## config.mk

```make
export PLATFORM = sky130hd
export DESIGN_NAME = pad_autoread
export DESIGN_NICKNAME = d
export VERILOG_FILES = /design/src/rtl/pad_ar_pkg.sv /design/src/rtl/pad_ar_seq.sv /design/src/rtl/pad_ar_lane.sv /design/src/rtl/pad_ar_direct.sv /design/src/rtl/pad_autoread.sv
export SDC_FILE = /design/constraint.sdc
export NUM_CORES = 1
export LEC_CHECK = 0
export BUFFER_PORTS_ARGS = -buffer_cell sky130_fd_sc_hd__buf_2
export CORE_MARGIN = 8
export CORE_UTILIZATION = 58
export DETAILED_ROUTE_END_ITERATION = 16
export PLACE_DENSITY_LB_ADDON = 0.15
export RECOVER_POWER = 25
export SYNTH_ARGS = -nofsm -noshare
export SYNTH_HDL_FRONTEND = slang
export SYNTH_SLANG_ARGS = --single-unit
```

## constraint.sdc

```tcl
create_clock -name clk -period 3.1 [get_ports clk]
set_clock_uncertainty 0.15 [all_clocks]
set_input_delay 0.465 -clock clk [delete_from_list [all_inputs] [get_ports clk]]
set_output_delay 0.465 -clock clk [all_outputs]
set_load 0.005 [all_outputs]
```

## src/rtl/pad_ar_pkg.sv

```systemverilog
package pad_ar_pkg;
   typedef enum logic [1:0] {
      AR_IDLE  = 2'd0,
      AR_LATCH = 2'd1,
      AR_SHIFT = 2'd2
   } ar_state_e;

   localparam int PORT_BYTE_W = 8;
   localparam int FILL_PORT   = 1;
   localparam int FILL_LO     = 2;
   localparam int FILL_HI     = 4;
endpackage

```

## src/rtl/pad_ar_seq.sv

```systemverilog
module pad_ar_seq
   import pad_ar_pkg::*;
#(
   parameter int BIT_CYC = 4,
   parameter int NBITS   = 16
) (
   input  logic clk,
   input  logic rst_n,
   input  logic start_i,
   input  logic auto_en_i,
   output logic busy_o,
   output logic auto_latch_o,
   output logic pclk_o,
   output logic sample_o,
   output logic commit_o
);
   localparam int CYC_W = (BIT_CYC > 2) ? $clog2(BIT_CYC) : 1;
   localparam int BIT_W = $clog2(NBITS);
   localparam logic [CYC_W-1:0] CYC_LAST = CYC_W'(BIT_CYC - 1);
   localparam logic [CYC_W-1:0] CYC_HALF = CYC_W'(BIT_CYC / 2);
   localparam logic [BIT_W-1:0] BIT_LAST = BIT_W'(NBITS - 1);

   initial begin
      assert (BIT_CYC >= 2 && (BIT_CYC % 2) == 0)
         else $fatal(1, "BIT_CYC must be even and at least 2");
      assert (NBITS >= 2) else $fatal(1, "NBITS must be at least 2");
   end

   ar_state_e        state_q;
   logic [CYC_W-1:0] cyc_q;
   logic [BIT_W-1:0] bit_q;

   always_ff @(posedge clk) begin
      if (!rst_n) begin
         state_q <= AR_IDLE;
         cyc_q   <= '0;
         bit_q   <= '0;
      end else begin
         unique case (state_q)
            AR_IDLE: begin
               if (start_i && auto_en_i) begin
                  state_q <= AR_LATCH;
                  cyc_q   <= '0;
               end
            end
            AR_LATCH: begin
               if (cyc_q == CYC_LAST) begin
                  state_q <= AR_SHIFT;
                  cyc_q   <= '0;
                  bit_q   <= '0;
               end else begin
                  cyc_q <= cyc_q + 1'b1;
               end
            end
            AR_SHIFT: begin
               if (cyc_q == CYC_LAST) begin
                  cyc_q <= '0;
                  if (bit_q == BIT_LAST) state_q <= AR_IDLE;
                  else                   bit_q   <= bit_q + 1'b1;
               end else begin
                  cyc_q <= cyc_q + 1'b1;
               end
            end
            default: state_q <= AR_IDLE;
         endcase
      end
   end

   always_comb begin
      busy_o       = (state_q != AR_IDLE);
      auto_latch_o = (state_q == AR_LATCH);
      pclk_o       = (state_q == AR_SHIFT) && (cyc_q >= CYC_HALF);
      sample_o     = (state_q == AR_SHIFT) && (cyc_q == '0);
      commit_o     = (state_q == AR_SHIFT) && (cyc_q == CYC_LAST) && (bit_q == BIT_LAST);
   end
endmodule

```

## src/rtl/pad_ar_lane.sv

```systemverilog
module pad_ar_lane #(
   parameter int RES_W = 16
) (
   input  logic             clk,
   input  logic             rst_n,
   input  logic             bit_i,
   input  logic             sample_i,
   input  logic             commit_i,
   output logic [RES_W-1:0] result_o
);
   logic [RES_W-1:0] shift_q;
   logic [RES_W-1:0] hold_q;

   always_ff @(posedge clk) begin
      if (!rst_n) begin
         shift_q <= '0;
         hold_q  <= '0;
      end else begin
         if (sample_i) shift_q <= {shift_q[RES_W-2:0], bit_i};
         if (commit_i) hold_q  <= shift_q;
      end
   end

   assign result_o = hold_q;
endmodule

```

## src/rtl/pad_ar_direct.sv

```systemverilog
module pad_ar_direct
   import pad_ar_pkg::*;
#(
   parameter int NPORTS = 2,
   parameter int LINES  = 2
) (
   input  logic [NPORTS*LINES-1:0]       lv_i,
   output logic [NPORTS*PORT_BYTE_W-1:0] rd_o
);
   initial begin
      assert (LINES <= FILL_LO) else $fatal(1, "data lines overlap the fixed bits");
   end

   for (genvar p = 0; p < NPORTS; p++) begin : g_port
      logic [PORT_BYTE_W-1:0] byte_c;
      always_comb begin
         byte_c            = '0;
         byte_c[LINES-1:0] = lv_i[p*LINES +: LINES];
         if (p == FILL_PORT) byte_c[FILL_HI:FILL_LO] = '1;
      end
      assign rd_o[p*PORT_BYTE_W +: PORT_BYTE_W] = byte_c;
   end
endmodule

```

## src/rtl/pad_autoread.sv

```systemverilog
module pad_autoread
   import pad_ar_pkg::*;
#(
   parameter int NPORTS     = 2,
   parameter int LINES      = 2,
   parameter int RES_W      = 16,
   parameter int BIT_CYC    = 4,
   parameter bit ACTIVE_LOW = 1'b1
) (
   input  logic                          clk,
   input  logic                          rst_n,
   input  logic                          start_i,
   input  logic                          auto_en_i,
   input  logic                          manual_latch_i,
   input  logic [NPORTS*LINES-1:0]       ser_line_i,
   output logic                          latch_o,
   output logic [NPORTS-1:0]             pclk_o,
   output logic                          busy_o,
   output logic [NPORTS*PORT_BYTE_W-1:0] port_rd_o,
   output logic [NPORTS*LINES*RES_W-1:0] result_o
);
   localparam int NLANES = NPORTS * LINES;

   initial begin
      assert (NPORTS == 2) else $fatal(1, "NPORTS must be 2");
      assert (LINES >= 1)  else $fatal(1, "LINES must be at least 1");
   end

   logic [NLANES-1:0] lv;
   logic auto_latch, pclk, sample, commit;

   if (ACTIVE_LOW) begin : g_pol_low
      assign lv = ~ser_line_i;
   end else begin : g_pol_high
      assign lv = ser_line_i;
   end

   pad_ar_seq #(.BIT_CYC(BIT_CYC), .NBITS(RES_W)) i_seq (
      .clk          (clk),
      .rst_n        (rst_n),
      .start_i      (start_i),
      .auto_en_i    (auto_en_i),
      .busy_o       (busy_o),
      .auto_latch_o (auto_latch),
      .pclk_o       (pclk),
      .sample_o     (sample),
      .commit_o     (commit)
   );

   for (genvar j = 0; j < NLANES; j++) begin : g_lane
      pad_ar_lane #(.RES_W(RES_W)) i_lane (
         .clk      (clk),
         .rst_n    (rst_n),
         .bit_i    (lv[j]),
         .sample_i (sample),
         .commit_i (commit),
         .result_o (result_o[j*RES_W +: RES_W])
      );
   end

   pad_ar_direct #(.NPORTS(NPORTS), .LINES(LINES)) i_direct (
      .lv_i (lv),
      .rd_o (port_rd_o)
   );

   assign latch_o = auto_latch | manual_latch_i;
   assign pclk_o  = {NPORTS{pclk}};
endmodule

```

* Word level (Yosys, flattened, before mapping)
Cells that the tools add are included.
** Operators by class
- Add/sub/neg operators :: 2
- Order comparisons :: 1
- Equal/unequal tests :: 9
- Muxes and demuxes :: 12
- Bitwise operators :: 2
- Reduce and logical (&&, ||, !) cells :: 14
** Operator list (count)
- $mux 2 :: 6
- $mux 4 :: 3
- $ne 2x1->1 const B :: 4
- $pmux 4 s2 :: 1
- $reduce_and 4->1 :: 2
- $pmux 2 s3 :: 1
- $reduce_bool 2->1 :: 3
- $logic_and 1x1->1 :: 5
- $add 4x1->4 const B :: 1
- $eq 2x2->1 const B :: 2
- $eq 4x4->1 const B :: 1
- $logic_not 2->1 :: 2
- $not 4->4 :: 1
- $pmux 2 s2 :: 1
- $add 2x1->2 const B :: 1
- $eq 2x1->1 const B :: 1
- $ge 2x2->1 const B :: 1
- $ne 2x2->1 const B :: 1
- $reduce_and 2->1 :: 1
- $reduce_or 2->1 :: 1
- $or 1x1->1 :: 1
** Storage, ports and cells
- Register bits :: 136
- Input bits :: 9
- Word-level logic and storage cells :: 51

* Depth between registers and ports, before layout
Gate-level depths: netlist of run 1.
- Depth in word-level cells :: 4
- Gate-level depth with buffers :: 8
- Gate-level depth less buffers :: 5

* Cells and area by module
Synthesis of run 1 repeated with hierarchy kept, for this count alone.
** Second synthesis, totals
- Cells, all modules :: 500
- Area total of the unflattened synthesis :: 5660.4 um2
** Modules (own cells, without submodules)
- pad_ar_lane :: times used 4, cells each 103, area an instance 1234.9 um2, seq. area each 640.6 um2
- pad_ar_seq :: times used 1, cells each 63, area an instance 556.8 um2, seq. area each 160.2 um2
- pad_ar_direct :: times used 1, cells each 18, area an instance 127.6 um2, seq. area each 0.0 um2
- pad_autoread :: times used 1, cells each 7, area an instance 36.3 um2, seq. area each 0.0 um2

* Least setup slack after synthesis of run 1
No wires, ideal clock.
- Kind :: flip-flop to flip-flop
- Start point :: register i_seq.state_q[0]
- End point :: register i_seq.bit_q[2]
- Library setup time :: 0.117 ns
- Arrival :: 1.474 ns
- Slack :: 1.359 ns
- Stages on the path, launching flop included :: 7
- Buffers on the path :: 1
- Clock period less this slack :: 1.741 ns
- Path through :: dfxtp_1 inv_1 ha_1 buf_6 o21ba_4 a211o_1 a32o_1
** Between the ends
- Longest elaborated chain between the ends :: 3
- Elaborated cells on any way between the ends :: 8
- Those cells by class :: 5 x eq/ne; 1 x mux; 2 x reduce/logical
** Ends and longest elaborated chain
- start: declaration :: line pad_ar_seq.sv:29 : ar_state_e state_q;
- start signal: assignment :: line pad_ar_seq.sv:35 : state_q <= AR_IDLE;
- start signal: assignment :: line pad_ar_seq.sv:42 : state_q <= AR_LATCH;
- start signal: assignment :: line pad_ar_seq.sv:48 : state_q <= AR_SHIFT;
- $eq 2x2->1 or $eq 2x1->1 (tied branches) :: line pad_ar_seq.sv:39 : unique case (state_q)
- $ne 2x1->1 (no source line), or another cell as far along
- $reduce_and 4->1 (no source line)
- end signal: assignment :: line pad_ar_seq.sv:59 : else bit_q <= bit_q + 1'b1;
- end: declaration :: line pad_ar_seq.sv:31 : logic [BIT_W-1:0] bit_q;
Parallel ways exist; a longest one is shown, timed or not.
A chain may end at the register's enable or synchronous reset.

* Worst setup path after layout of run 1
- Start point :: register i_seq.state_q[0]
- End point :: output port pclk_o[1]
** Between the ends
- Longest elaborated chain between the ends :: 2
** Ends and longest elaborated chain
- $eq 2x2->1 :: line pad_ar_seq.sv:72 : pclk_o = (state_q == AR_SHIFT) && (cyc_q >= CYC_HALF);
- $logic_and 1x1->1 :: line pad_ar_seq.sv:72
- end: declaration :: line pad_autoread.sv:17 : output logic [NPORTS-1:0] pclk_o,
No other way between the ends.

==> impl_metrics.tcl, run 1 <==
set metrics [dict create \
    status "completed" \
    final_cell_mix "136 x dfxtp_1, 131 x nand2_1, 75 x a21boi_0" \
    cp.arrival_ns 1.79 \
    seqPwrFrac_pct 42.8 \
    final_antenna_net_count 0 \
    cts-hold-fix-buffers 0 \
    crit_path_end_kind "primary output" \
    max-vdd-ir-drop_mv 0.390 \
    gp_congestion 0.741 \
    netlist_area_um2 5670 \
    grt_pass1_vias 4441 \
    layout_commonest_cell "dfxtp_1" \
    insertedDiodeCount 0 \
    p_leak_nw 2.38 \
    fin_crit_sh_pct 77.4 \
    drtIter0Drc 299 \
    die_h_um 115 \
    final-hold-violation-count 0 \
    max_freq_mhz 417 \
    cts_sinks 136 \
    avgSynthCellArea_um2 8.66 \
    synthCells 655 \
    hpwl_um 7890 \
    maxSlewViolCount 0 \
    numCtsBuffers 17 \
    power.internal_mw 3.20 \
    async_flop_share_pct 0 \
    drc 0 \
    ys.flop_type "dfxtp_1" \
    num_rows 36 \
    antenna_found_initial 0 \
    grt_max_degree 79 \
    switching_share_pct 23.6 \
    start_util_pct 58.8 \
    yosys_warnings 0 \
    wl_um 12500 \
    cts_max_level 4 \
    placed_cells 812 \
    stdcell_count 842 \
    fin_setup_tns_ns 0 \
    layout-drive-gt1-share_pct 13.7 \
    maxCapViolations 0 \
    power.density_nw_per_um2 641 \
    grt_usage_pct 19.5 \
    routedWlPerCell_um 14.9 \
    dieArea_um2 13200 \
    die_w_um 115 \
    synth_edf_count 0 \
    synthDistinctLibCells 32 \
    worst_ep_required_time_ns 2.48 \
    hold_path.class "input port to register" \
    worstMarginPinSlew_ns 0.769 \
    cts_tree "built" \
    final_util_pct 67.7 \
    clock_latency_ns 0.51 \
    post-cts-setup-buffer-count 0 \
    fin_crit_ns 2.40 \
    r2r_slack_ns 0.74 \
    coreArea_um2 9640 \
    slew_headroom_pct 48.7 \
    rsz0062_at_grt "no" \
    area.growth.synth_to_final_pct 15.0 \
    clk_path_buf_depth 2 \
    ys_seq_area_share_pct 48.0 \
    setup-violations-final 0 \
    io_buffer_count 80 \
    clk_pin_slew_worst_paths_ns 0.06 \
    cts_resized 0 \
    ys_seq_elements 136 \
    p_switching_uw 986 \
    overflow 0 \
    io_pins 93 \
    critPathLaunchType "register" \
    critical_path_class "register to primary output" \
    avgViaCountPerCell 5.48 \
    vias 4618 \
    nets 716 \
    combPwrFrac_pct 8.7 \
    firstDrtPassIters 5 \
    grt_first_pass_wirelength_um 21000 \
    root_buffer "clkbuf_8" \
    clockPowerShare_pct 48.6 \
    critPathMaxFanout 12 \
]
metal layers:
metal  share of wire (%)  wire length, um  up-vias  GRT usage [%]
li1                    -                -     2279              -
met1                  44             5490     2208           23.5
met2                  49             6140      120           32.8
met3                 6.4              799       11           5.36
met4                0.77               96        0           6.48
met5                   0                0        -              0
flip-flops by register name (all words and copies together), names as in the netlist:
signal                  count
i_seq.bit_q                 4
i_seq.cyc_q                 2
g_lane.i_lane.result_o     64
g_lane.i_lane.shift_q      64
i_seq.state_q               2
synth_stat cells (3+ instances only):
library cell / count / area share, %
a21boi_0: 75 / 9.9
a21boi_1: 52 / 6.9
and2_1: 3 / 0.33
buf_2: 20 / 1.8
buf_4: 28 / 3.7
clkbuf_1: 26 / 1.7
dfxtp_1: 136 / 48
ha_1: 9 / 2.0
inv_1: 10 / 0.66
mux2i_1: 5 / 0.88
nand2_1: 132 / 8.7
nand3_1: 68 / 6.0
o211a_1: 4 / 0.71
o21ai_0: 66 / 5.8
through the flow:
| stage | cell area [um2] | worst slack [ns] | total power, mW | hold slack (ns) |
|---|---|---|---|---|
| floorplan | 5710 | 1.36 | 2.12 | 0.293 |
| global placement | 5970 | 0.885 | 2.17 | 0.303 |
| detailed placement | 5970 | 0.746 | 2.19 | 0.309 |
| CTS | 6560 | 0.678 | 4.21 | 0.0772 |
| global route | 6520 | 0.538 | 4.33 | 0.116 |
| finish | 6520 | 0.699 | 4.18 | 0.112 |
cells by family (layout without fill, tap and decap cells):
kind of cell	count (synthesis)	count (layout)	synth area share, %
other	2	12	0.132
buffers and inverters	86	130	8.12
adders and majority gates	9	9	1.99
and+or+nand+nor	212	212	16.1
AOI/OAI and AO/OA	205	205	24.8
muxes	5	5	0.883
DFF	136	136	48.0
critical path: stages (launching register included):
cell,delay [ns]
dfxtp_1,0.32
inv_1,0.13
ha_1,0.48
o21a_1,0.22
buf_2,0.12
power by group through the flow:
stage                     clock network [mW]  logic [mW]  registers, mW
after floorplan                            0       0.300           1.82
after global placement                     0       0.345           1.83
after detailed placement                   0       0.360           1.83
after CTS                               2.06       0.364           1.79
after global routing                    2.14       0.400           1.79
final                                   2.03       0.363           1.79
cell type report:
class	count	area, um2
Fill cell	836	3120
Clock inverter	12	179
Tap cell	133	166
Clock buffer	18	418
Multi-Input combinational cell	443	2540
Inverter	10	37.5
Sequential cell	136	2720
Timing Repair Buffer	90	464
worst paths after layout:
kind,from,to,cells after the start
max,i_seq.state_q[0],pclk_o[1],4
min,ser_line_i[1],g_lane[1].i_lane.shift_q[0],3
max reg2reg,i_seq.state_q[0],g_lane[2].i_lane.shift_q[2],6
min reg2reg,g_lane[3].i_lane.shift_q[15],g_lane[3].i_lane.result_o[15],2
Power figures use the tool's default switching activity.
==> inputs of run 2 (changes only) <==
--- a/config.mk
+++ b/config.mk
@@ -7,7 +7,7 @@
 export LEC_CHECK = 0
 export BUFFER_PORTS_ARGS = -buffer_cell sky130_fd_sc_hd__buf_2
 export CORE_MARGIN = 8
-export CORE_UTILIZATION = 58
+export CORE_UTILIZATION = 56
 export DETAILED_ROUTE_END_ITERATION = 16
 export PLACE_DENSITY_LB_ADDON = 0.15
 export RECOVER_POWER = 25
==> constraint.sdc (replaced) <==
create_clock -name clk -period 2.3 [get_ports clk]
set_clock_uncertainty 0.15 [all_clocks]
set_input_delay 0.345 -clock clk [delete_from_list [all_inputs] [get_ports clk]]
set_output_delay 0.345 -clock clk [all_outputs]
set_load 0.005 [all_outputs]
==> run 2 against run 1 <==
Net effect: sequential cell count did not move; setup slack worse by 0.56 ns; utilization is 0.18 points lower; sequential share of layout area is 0.65 points lower; die area rose by 3.1%; global-route usage is 0.11 points lower; critical path type unchanged; routed wire length rose by 0.37%.
==> impl_metrics.tcl, run 2 (synthesized netlist as in run 1, its figures left out) <==
set metrics [dict create \
    status "completed" \
    num_rows 36 \
    critPathMaxFanout 4 \
    clock_latency_ns 0.52 \
    dieArea_um2 13600 \
    maxCapViolations 0 \
    clk_pin_slew_worst_paths_ns 0.06 \
    grt_usage_pct 19.4 \
    layout_commonest_cell "dfxtp_1" \
    final_antenna_net_count 0 \
    cp.arrival_ns 1.66 \
    holdWs_ns 0.186 \
    layout-drive-gt1-share_pct 14.2 \
    cts_max_level 4 \
    clk_path_buf_depth 2 \
    hold_path.class "input port to register" \
    firstDrtPassIters 4 \
    worstMarginPinSlew_ns 0.550 \
    slew_headroom_pct 63.3 \
    p_leak_nw 2.42 \
    vias 4625 \
    drc 0 \
    nets 723 \
    hpwl_um 7760 \
    cts_sinks 136 \
    grt_first_pass_wirelength_um 21300 \
    area.growth.synth_to_final_pct 16.9 \
    root_buffer "clkbuf_8" \
    fin_crit_sh_pct 93.7 \
    die_h_um 117 \
    final-hold-violation-count 0 \
    antenna_found_initial 0 \
    max-vdd-ir-drop_mv 0.446 \
    start_util_pct 57.7 \
    grt_max_degree 69 \
    io_buffer_count 80 \
    critPathLaunchType "register" \
    critical_path_class "register to primary output" \
    numCtsBuffers 17 \
    power.density_nw_per_um2 857 \
    rsz0062_at_grt "no" \
    cts_tree "built" \
    maxSlewViolCount 0 \
    grt_pass1_vias 4504 \
    overflow 0 \
    pre_cts_ws_ns 0.274 \
    worst_ep_required_time_ns 1.80 \
    routedWlPerCell_um 14.8 \
    slowest_delay_ns 0.38 \
    max_freq_mhz 464 \
    cpMaxStageDelayCell "dfxtp_1" \
    gp_congestion 0.760 \
    fill_cells 873 \
    final_cell_mix "136 x dfxtp_1, 131 x nand2_1, 75 x a21boi_0" \
    io_pins 93 \
    drtIter0Drc 323 \
    coreArea_um2 9820 \
    setup-violations-final 0 \
    fin_setup_tns_ns 0 \
    crit_path_end_kind "primary output" \
    path_cells "inv_1 > ha_1 > or2_2 > buf_2" \
    insertedDiodeCount 0 \
    worst_slack_ns 0.144 \
    wl_um 12600 \
    fin_crit_ns 2.16 \
    avgViaCountPerCell 5.43 \
    die_w_um 117 \
]
run 2: cell type report:
| cell class | instances | area [um2] | share of cell area, % |
|---|---|---|---|
| clock inverters | 12 | 175 | 2.64 |
| repair buffers | 97 | 552 | 8.33 |
| clock buffers | 20 | 435 | 6.57 |
| multi-input cells | 443 | 2540 | 38.3 |
| inverters | 10 | 37.5 | 0.566 |
| flip-flops and latches | 136 | 2720 | 41.1 |
| well taps | 133 | 166 | 2.51 |
run 2: path summary, 6_finish.rpt:
path / startpoint / slack, ns / cells past startpoint / to
worst max-delay path: i_seq.state_q[1] / 0.14 / 4 / latch_o
worst min-delay path: rst_n / 0.19 / 2 / g_lane[0].i_lane.shift_q[0]
worst max register to register: i_seq.state_q[0] / 0.41 / 6 / g_lane[3].i_lane.result_o[8]
worst min register to register: g_lane[0].i_lane.shift_q[15] / 0.31 / 2 / g_lane[0].i_lane.shift_q[15]
run 2: what timing repair did:
action | CTS | global route
resized for setup | 0 | 1
hold buffers | 4 | 0
hold endpoints to repair | 4 | 0
setup buffers | 0 | 0
endpoints found under the setup margin | 0 | 2
run 2: power breakdown:
group | internal [mW] | switching (mW) | total, mW
Clock | 1.79 | 0.985 | 2.77
Sequential | 2.39 | 0.0240 | 2.41
Combinational | 0.191 | 0.310 | 0.501
Total | 4.36 | 1.32 | 5.68
run 2: worst max-delay path, delay by kind of cell, from the launching register on:
family,cells,cell delay (ns)
fa+ha+maj,1,0.24
buf+inv,2,0.23
flops,1,0.38
simple gates,1,0.30
run 2: routing by layer:
metal	up-vias	track usage, %	share of wire, %
met5	-	0	0
met4	0	7.17	1.3
met1	2220	23.1	46
met3	13	4.65	4.9
met2	104	33.2	48
li1	2288	-	-
run 2: stage by stage:
stage / util, % / instances / power (mW) / area [um2]
6_report: 67.5 / 851 / 5.68 / 6630
5_1_grt: 67.5 / 851 / 5.90 / 6630
4_1_cts: 67.9 / 851 / 5.73 / 6660
3_5_place_dp: 61.2 / 815 / 2.96 / 6010
3_3_place_gp: 61.2 / 815 / 2.94 / 6010
2_1_floorplan: - / 665 / 2.86 / 5710
